$ cat config.mk
export PLATFORM = sky130hd
export DESIGN_NAME = irq_entry_seq
export DESIGN_NICKNAME = d
export VERILOG_FILES = /design/src/rtl/irq_pkg.sv /design/src/rtl/irq_src_bank.sv /design/src/rtl/irq_prio_pick.sv /design/src/rtl/irq_entry_seq.sv
export SDC_FILE = /design/constraint.sdc
export NUM_CORES = 1
export LEC_CHECK = 0
export ABC_AREA = 1
export BUFFER_PORTS_ARGS = -buffer_cell sky130_fd_sc_hd__buf_2
export CAP_MARGIN = 30
export CORE_MARGIN = 4
export CORE_UTILIZATION = 37
export CTS_CLUSTER_DIAMETER = 200
export CTS_CLUSTER_SIZE = 10
export DETAILED_ROUTE_END_ITERATION = 16
export GPL_TIMING_DRIVEN = 0
export SLEW_MARGIN = 15
export SYNTH_ARGS = -nofsm -noshare
export SYNTH_HDL_FRONTEND = slang
export SYNTH_SLANG_ARGS = --single-unit
$ cat constraint.sdc
create_clock -name clk -period 2.5 [get_ports clk]
set_clock_uncertainty 0.05 [all_clocks]
set_input_delay 0.5 -clock clk [delete_from_list [all_inputs] [get_ports clk]]
set_output_delay 0.5 -clock clk [all_outputs]
set_load 0.01 [all_outputs]
$ cat src/rtl/irq_pkg.sv
package irq_pkg;
  localparam int NMI_N   = 3;
  localparam int FIXED_N = NMI_N + 1;

  typedef enum logic [2:0] {
    ST_IDLE,
    ST_PC,
    ST_SR,
    ST_SEL,
    ST_VEC,
    ST_LOAD
  } seq_st_e;
endpackage

$ cat src/rtl/irq_src_bank.sv
module irq_src_bank
  import irq_pkg::*;
(
  input  logic             clk,
  input  logic             rst_n,
  input  logic             rst_req,
  input  logic             nmi_pin,
  input  logic             nmi_mode,
  input  logic             osc_fault,
  input  logic             flash_viol,
  input  logic             en_wr,
  input  logic [NMI_N-1:0] en_wdata,
  input  logic             clr_rst,
  input  logic [NMI_N-1:0] clr_nmi,
  input  logic             clr_en_all,
  output logic             rst_flag,
  output logic [NMI_N-1:0] nmi_flag,
  output logic [NMI_N-1:0] nmi_en
);
  logic             pin_q;
  logic [NMI_N-1:0] set_v;

  assign set_v = {flash_viol, osc_fault, nmi_mode & nmi_pin & ~pin_q};

  always_ff @(posedge clk or negedge rst_n) begin
    if (!rst_n) begin
      pin_q    <= 1'b0;
      rst_flag <= 1'b0;
      nmi_flag <= '0;
      nmi_en   <= '0;
    end else begin
      pin_q    <= nmi_pin;
      rst_flag <= (rst_flag & ~clr_rst) | rst_req;
      nmi_flag <= (nmi_flag & ~clr_nmi) | set_v;
      if (clr_en_all)  nmi_en <= '0;
      else if (en_wr)  nmi_en <= en_wdata;
    end
  end


  nmi_en_clr_chk: assert property (@(posedge clk) disable iff (!rst_n)
    clr_en_all |=> nmi_en == '0);


  nmi_latch_chk: assert property (@(posedge clk) disable iff (!rst_n)
    (osc_fault && !clr_nmi[1]) |=> nmi_flag[1]);
endmodule

$ cat src/rtl/irq_prio_pick.sv
module irq_prio_pick #(
  parameter int              NSRC    = 8,
  parameter int              AW      = 16,
  parameter logic [AW-1:0]   VEC_TOP = 16'hFFFE
) (
  input  logic [NSRC-1:0] pend,
  output logic [NSRC-1:0] sel,
  output logic [AW-1:0]   vaddr
);
  logic [NSRC-1:0] higher;

  assign higher[0] = 1'b0;
  for (genvar k = 1; k < NSRC; k++) begin : g_chain
    assign higher[k] = higher[k-1] | pend[k-1];
  end
  assign sel = pend & ~higher;

  always_comb begin
    vaddr = '0;
    for (int k = 0; k < NSRC; k++) begin
      if (sel[k]) begin
        if (k == 0)      vaddr = VEC_TOP;
        else if (k < 4)  vaddr = VEC_TOP - AW'(2);
        else             vaddr = VEC_TOP - AW'(2 * (k - 2));
      end
    end
  end
endmodule

$ cat src/rtl/irq_entry_seq.sv
module irq_entry_seq
  import irq_pkg::*;
#(
  parameter int                  NUM_MASK    = 4,
  parameter int                  AW          = 16,
  parameter int                  DW          = 16,
  parameter logic [NUM_MASK-1:0] SINGLE_MASK = 4'b0101,
  localparam int                 NSRC        = FIXED_N + NUM_MASK
) (
  input  logic                clk,
  input  logic                rst_n,
  input  logic                rst_req,
  input  logic                nmi_pin,
  input  logic                nmi_mode,
  input  logic                osc_fault,
  input  logic                flash_viol,
  input  logic                nmi_en_wr,
  input  logic [NMI_N-1:0]    nmi_en_wdata,
  output logic [NMI_N-1:0]    nmi_en,
  input  logic [NUM_MASK-1:0] mask_req,
  input  logic [NUM_MASK-1:0] mask_en,
  input  logic                gie,
  input  logic                insn_done,
  input  logic [DW-1:0]       pc_next,
  input  logic [DW-1:0]       sr_in,
  input  logic [AW-1:0]       sp_in,
  output logic                push_valid,
  input  logic                push_ready,
  output logic [AW-1:0]       push_addr,
  output logic [DW-1:0]       push_data,
  output logic                sr_clr,
  output logic [NUM_MASK-1:0] flag_clr,
  output logic                vec_valid,
  input  logic                vec_ready,
  output logic [AW-1:0]       vec_addr,
  input  logic [DW-1:0]       vec_data,
  output logic                pc_load,
  output logic [DW-1:0]       pc_load_val,
  output logic [AW-1:0]       sp_new
);
  seq_st_e         st_q;
  logic [DW-1:0]   pc_q, sr_q, load_q;
  logic [AW-1:0]   sp_q, vec_q;
  logic [NSRC-1:0] snap_q, win_q, pend, pick_in, sel;
  logic [AW-1:0]   vaddr;
  logic            rst_flag, clr_rst, clr_en_all;
  logic [NMI_N-1:0] nmi_flag, clr_nmi;
  logic            in_sel;

  irq_src_bank u_src (
    .clk(clk), .rst_n(rst_n), .rst_req(rst_req), .nmi_pin(nmi_pin),
    .nmi_mode(nmi_mode), .osc_fault(osc_fault), .flash_viol(flash_viol),
    .en_wr(nmi_en_wr), .en_wdata(nmi_en_wdata), .clr_rst(clr_rst),
    .clr_nmi(clr_nmi), .clr_en_all(clr_en_all), .rst_flag(rst_flag),
    .nmi_flag(nmi_flag), .nmi_en(nmi_en)
  );

  assign pend    = {mask_req & mask_en & {NUM_MASK{gie}}, nmi_flag & nmi_en, rst_flag};
  assign in_sel  = (st_q == ST_SEL);
  assign pick_in = (in_sel && pend == '0) ? snap_q : pend;

  irq_prio_pick #(.NSRC(NSRC), .AW(AW), .VEC_TOP(AW'(16'hFFFE))) u_pick (
    .pend(pick_in), .sel(sel), .vaddr(vaddr)
  );

  always_ff @(posedge clk or negedge rst_n) begin
    if (!rst_n) begin
      st_q   <= ST_IDLE;
      pc_q   <= '0;
      sr_q   <= '0;
      sp_q   <= '0;
      snap_q <= '0;
      win_q  <= '0;
      vec_q  <= '0;
      load_q <= '0;
    end else begin
      case (st_q)
        ST_IDLE: begin
          if (rst_flag) begin
            sp_q   <= sp_in;
            snap_q <= pend;
            st_q   <= ST_SEL;
          end else if (insn_done && |pend[NSRC-1:1]) begin
            pc_q   <= pc_next;
            sr_q   <= sr_in;
            sp_q   <= sp_in;
            snap_q <= pend;
            st_q   <= ST_PC;
          end
        end
        ST_PC:  if (push_ready) st_q <= ST_SR;
        ST_SR:  if (push_ready) st_q <= ST_SEL;
        ST_SEL: begin
          win_q <= sel;
          vec_q <= vaddr;
          st_q  <= ST_VEC;
        end
        ST_VEC: if (vec_ready) begin
          load_q <= vec_data;
          st_q   <= ST_LOAD;
        end
        default: st_q <= ST_IDLE;
      endcase
    end
  end

  assign push_valid  = (st_q == ST_PC) || (st_q == ST_SR);
  assign push_addr   = (st_q == ST_PC) ? sp_q - AW'(2) : sp_q - AW'(4);
  assign push_data   = (st_q == ST_PC) ? pc_q : sr_q;
  assign sr_clr      = in_sel;
  assign flag_clr    = in_sel ? (sel[NSRC-1:FIXED_N] & SINGLE_MASK) : '0;
  assign clr_rst     = in_sel & sel[0];
  assign clr_nmi     = in_sel ? sel[NMI_N:1] : '0;
  assign clr_en_all  = in_sel & (|sel[NMI_N:0]);
  assign vec_valid   = (st_q == ST_VEC);
  assign vec_addr    = vec_q;
  assign pc_load     = (st_q == ST_LOAD);
  assign pc_load_val = load_q;
  assign sp_new      = win_q[0] ? sp_q : sp_q - AW'(4);


  sel_onehot_chk: assert property (@(posedge clk) disable iff (!rst_n)
    $onehot0(sel));


  push_hold_chk: assert property (@(posedge clk) disable iff (!rst_n)
    (push_valid && !push_ready) |=> push_valid && $stable(push_addr) && $stable(push_data));


  vec_hold_chk: assert property (@(posedge clk) disable iff (!rst_n)
    (vec_valid && !vec_ready) |=> vec_valid && $stable(vec_addr));


  flag_clr_chk: assert property (@(posedge clk) disable iff (!rst_n)
    $onehot0(flag_clr) && ((flag_clr & ~SINGLE_MASK) == '0));


  load_after_vec_chk: assert property (@(posedge clk) disable iff (!rst_n)
    (vec_valid && vec_ready) |=> pc_load && (pc_load_val == $past(vec_data)));
endmodule

==> reports/results.ini <==
[route]
vias = 4328
ant_nets = 0
post_drt_wl_per_cell_um = 14.3
drc = 0
drt_iter0_drc = 196
firstDrtPassIters = 5
vias_per_cell = 4.68
wirelength_um = 13300

[cts]
cts_max_path_buffers = 2
worstSkewPairLatency_ns = 0.34
cts_hold_buffers = 0
cts_tree = yes
clk_pin_slew_worst_paths_ns = 0.07
root_buffer = clkbuf_16
cts_buffers = 9
clock-sinks = 88
h-tree-depth = 3

[critical_path]
reg2reg_to = sp_q[4]$_DFFE_PN0P_
worstRegToRegCells = 8
r2r_slack_ns = 0.38
critPathMaxStageDelay_ns = 0.45
cp_cell_sequence = buf_12, nor2_8, nand2_4, nor2_8, nand3_2, nand2_2, nand2_4, nor2_8, nand3_2, nor2_1, buf_2
rr_startpoint = st_q[1]$_DFFE_PN0P_
worstPathArrival_ns = 1.98
critPathKind = flop to output port
cp.required_ns = 1.95
cp-end-kind = output port
slowest_stage = dfrtp_2
crit_path_start_kind = flop
crit_top_cell = nor2_8
path_max_fanout = 6

[outcome]
violations = negative setup slack
status = finished with violations

[sta]
fin_crit_ns = 2.53
finalHoldViolCount = 0
worst_pin_slew_ns = 0.606
worst_slack_ns = -0.0298
max_freq_mhz = 395
rsz0062_at_grt = true
maxSlewViolCount = 0
period_share = 1.01
setup_viol = 2
max-slew-margin-rel = 0.596

[synthesis]
netlist_instances = 546
avgSynthCellArea_um2 = 8.63
synth-edff-count = 0
yosysWarnings = 0
synthDistinctLibCells = 37
ys_ff_latch = 88
netlist_area_mm2 = 0.00471
synthArstFlopShare = 1.00
ys_seq_area_frac = 0.468
synth_flop_cell = dfrtp_1

[worst_hold_path]
hp-class = input port to async pin

[grt]
grt_pass1_vias = 4311
grt_busiest_layer = met2
met1_usage = 0.226
use_met3 = 0.0571
grt_pass1_wl_um = 21100
grt_max_degree = 46
gr-usage-met2 = 0.297
grtUsageTotal = 0.181
grt-ovfl-total = 0
antenna_found_initial = 0

[die]
initial_core_util = 0.386
die-height_um = 121
rows = 40
io_pins = 178
core-area_mm2 = 0.0122
die_w_um = 121
die_area_mm2 = 0.0146

[run]
cap_violations = 0

[power]
ir_drop_mv = 0.589
powerDensity_mw_per_mm2 = 1300
p_leak_uw = 0.00333

[layout]
fin_util = 0.531
final_common_cell = buf_2
finalNetCount = 842
area.growth.synth_to_final_pct = 37.6
stdcell_count = 925
final_cell_mix = buf_2, nand2_1, dfrtp_1
diodes = 0
drive_gt1_frac = 0.423
nFillCells = 1205

[place]
dp_hpwl_um = 9970
gp_congestion = 0.838
place_inst = 891
io_buffers = 174

-- report_power, final --
part	total, uW	internal, uW	switching [uW]
Sequential	2530	2080	443
Combinational	4450	1830	2620
Clock	1420	836	585
-- layer usage --
metal  vias to the layer above  wire (um)
li1                       2152          -
met1                      2010       5600
met2                       150       6520
met3                        16        965
met4                         0        187
met5                         -          0
-- how the worst max path moves through the flow --
stage / cells after the start / slack [ns] / end / startpoint
2_1_floorplan: 9 / 0.38 / flag_clr[2] / mask_req[0]
6_report: 11 / -0.03 / flag_clr[2] / st_q[2]$_DFFE_PN0P_
3_5_place_dp: 11 / -0.03 / flag_clr[2] / gie
5_1_grt: 11 / -0.15 / flag_clr[2] / st_q[2]$_DFFE_PN0P_
3_3_place_gp: 11 / -0.005 / flag_clr[2] / gie
4_1_cts: 11 / -0.01 / flag_clr[2] / st_q[2]$_DFFE_PN0P_
-- cell families (layout without fill, tap and decap cells) --
| kind of cell | count (synthesis) | in the layout | synth area share |
|---|---|---|---|
| muxes | 35 | 35 | 0.0829 |
| buffers and inverters | 95 | 304 | 0.0948 |
| other | 1 | 3 | 0.000796 |
| and+or+nand+nor | 215 | 215 | 0.206 |
| xor gates and xnor gates | 22 | 22 | 0.0409 |
| adders and majority gates | 3 | 3 | 0.00797 |
| AOI/OAI and AO/OA | 87 | 87 | 0.0986 |
| DFF | 88 | 88 | 0.468 |
-- per-stage QoR --
stage          power, uW  hold WS [ns]  setup WS, ns   TNS, ns  area [um^2]
2_1_floorplan       5000         0.154         0.380         0         4720
3_3_place_gp        6520         0.378      -0.00499  -0.00704         5800
3_5_place_dp        6600         0.375       -0.0253   -0.0399         5830
4_1_cts             8270         0.125       -0.0104   -0.0111         6330
5_1_grt             9090         0.142        -0.154    -0.389         6480
6_report            8400         0.107       -0.0298   -0.0442         6480
-- repair_timing --
item / 4_1_cts / 5_1_grt
setup buffers: 13 / 7
pin swaps: 6 / 12
resized for setup: 29 / 37
endpoints found under the setup margin: 32 / 35
-- flip-flops by register name, summed over array words and instances, names as in the netlist --
register        flops
snap_q              8
u_src.nmi_en        3
pc_load_val        16
u_src.nmi_flag      3
vec_addr            4
sp_q               16
sr_q               16
win_q               1
pc_q               16
u_src.pin_q         1
u_src.rst_flag      1
st_q                3
-- layout make-up --
class | count | area (um^2) | share of cell area
Buffer | 33 | 226 | 0.0349
Multi-Input combinational cell | 365 | 2230 | 0.344
Inverter | 60 | 228 | 0.0351
Clock buffer | 11 | 253 | 0.0390
Clock inverter | 5 | 62.6 | 0.00965
Sequential cell | 88 | 2210 | 0.341
Timing Repair Buffer | 195 | 1060 | 0.164
Tap cell | 168 | 210 | 0.0324
-- critical path: cells and delay by family (launching register included) --
kind / cells / cell delay (ns)
buffers and inverters: 2 / 0.27
DFF: 1 / 0.45
and+or+nand+nor: 9 / 0.91
-- synthesized netlist by cell type, types with 3 or more instances --
library cell  count  area (um^2)
ha_1              3         37.5
clkbuf_1         10         37.5
nand3_1          25          125
o21ai_0          50          250
buf_4            19          143
xor2_1           21          184
nand2_4           3         33.8
o22ai_1           3         18.8
mux2_1           16          180
dfrtp_1          88         2200
a31oi_1           3         18.8
inv_1            55          206
nand2_2           5         31.3
nand3_2           4         40.0
mux2_2           16          180
nor2_1           39          146
nor2_8            3         60.1
o21ai_1          20          100
mux2i_1           3         30.0
a21oi_1           4         20.0
inv_2             5         18.8
buf_2             3         15.0
nand2_1         128          480
No activity file was read; power rests on OpenSTA's default activity.
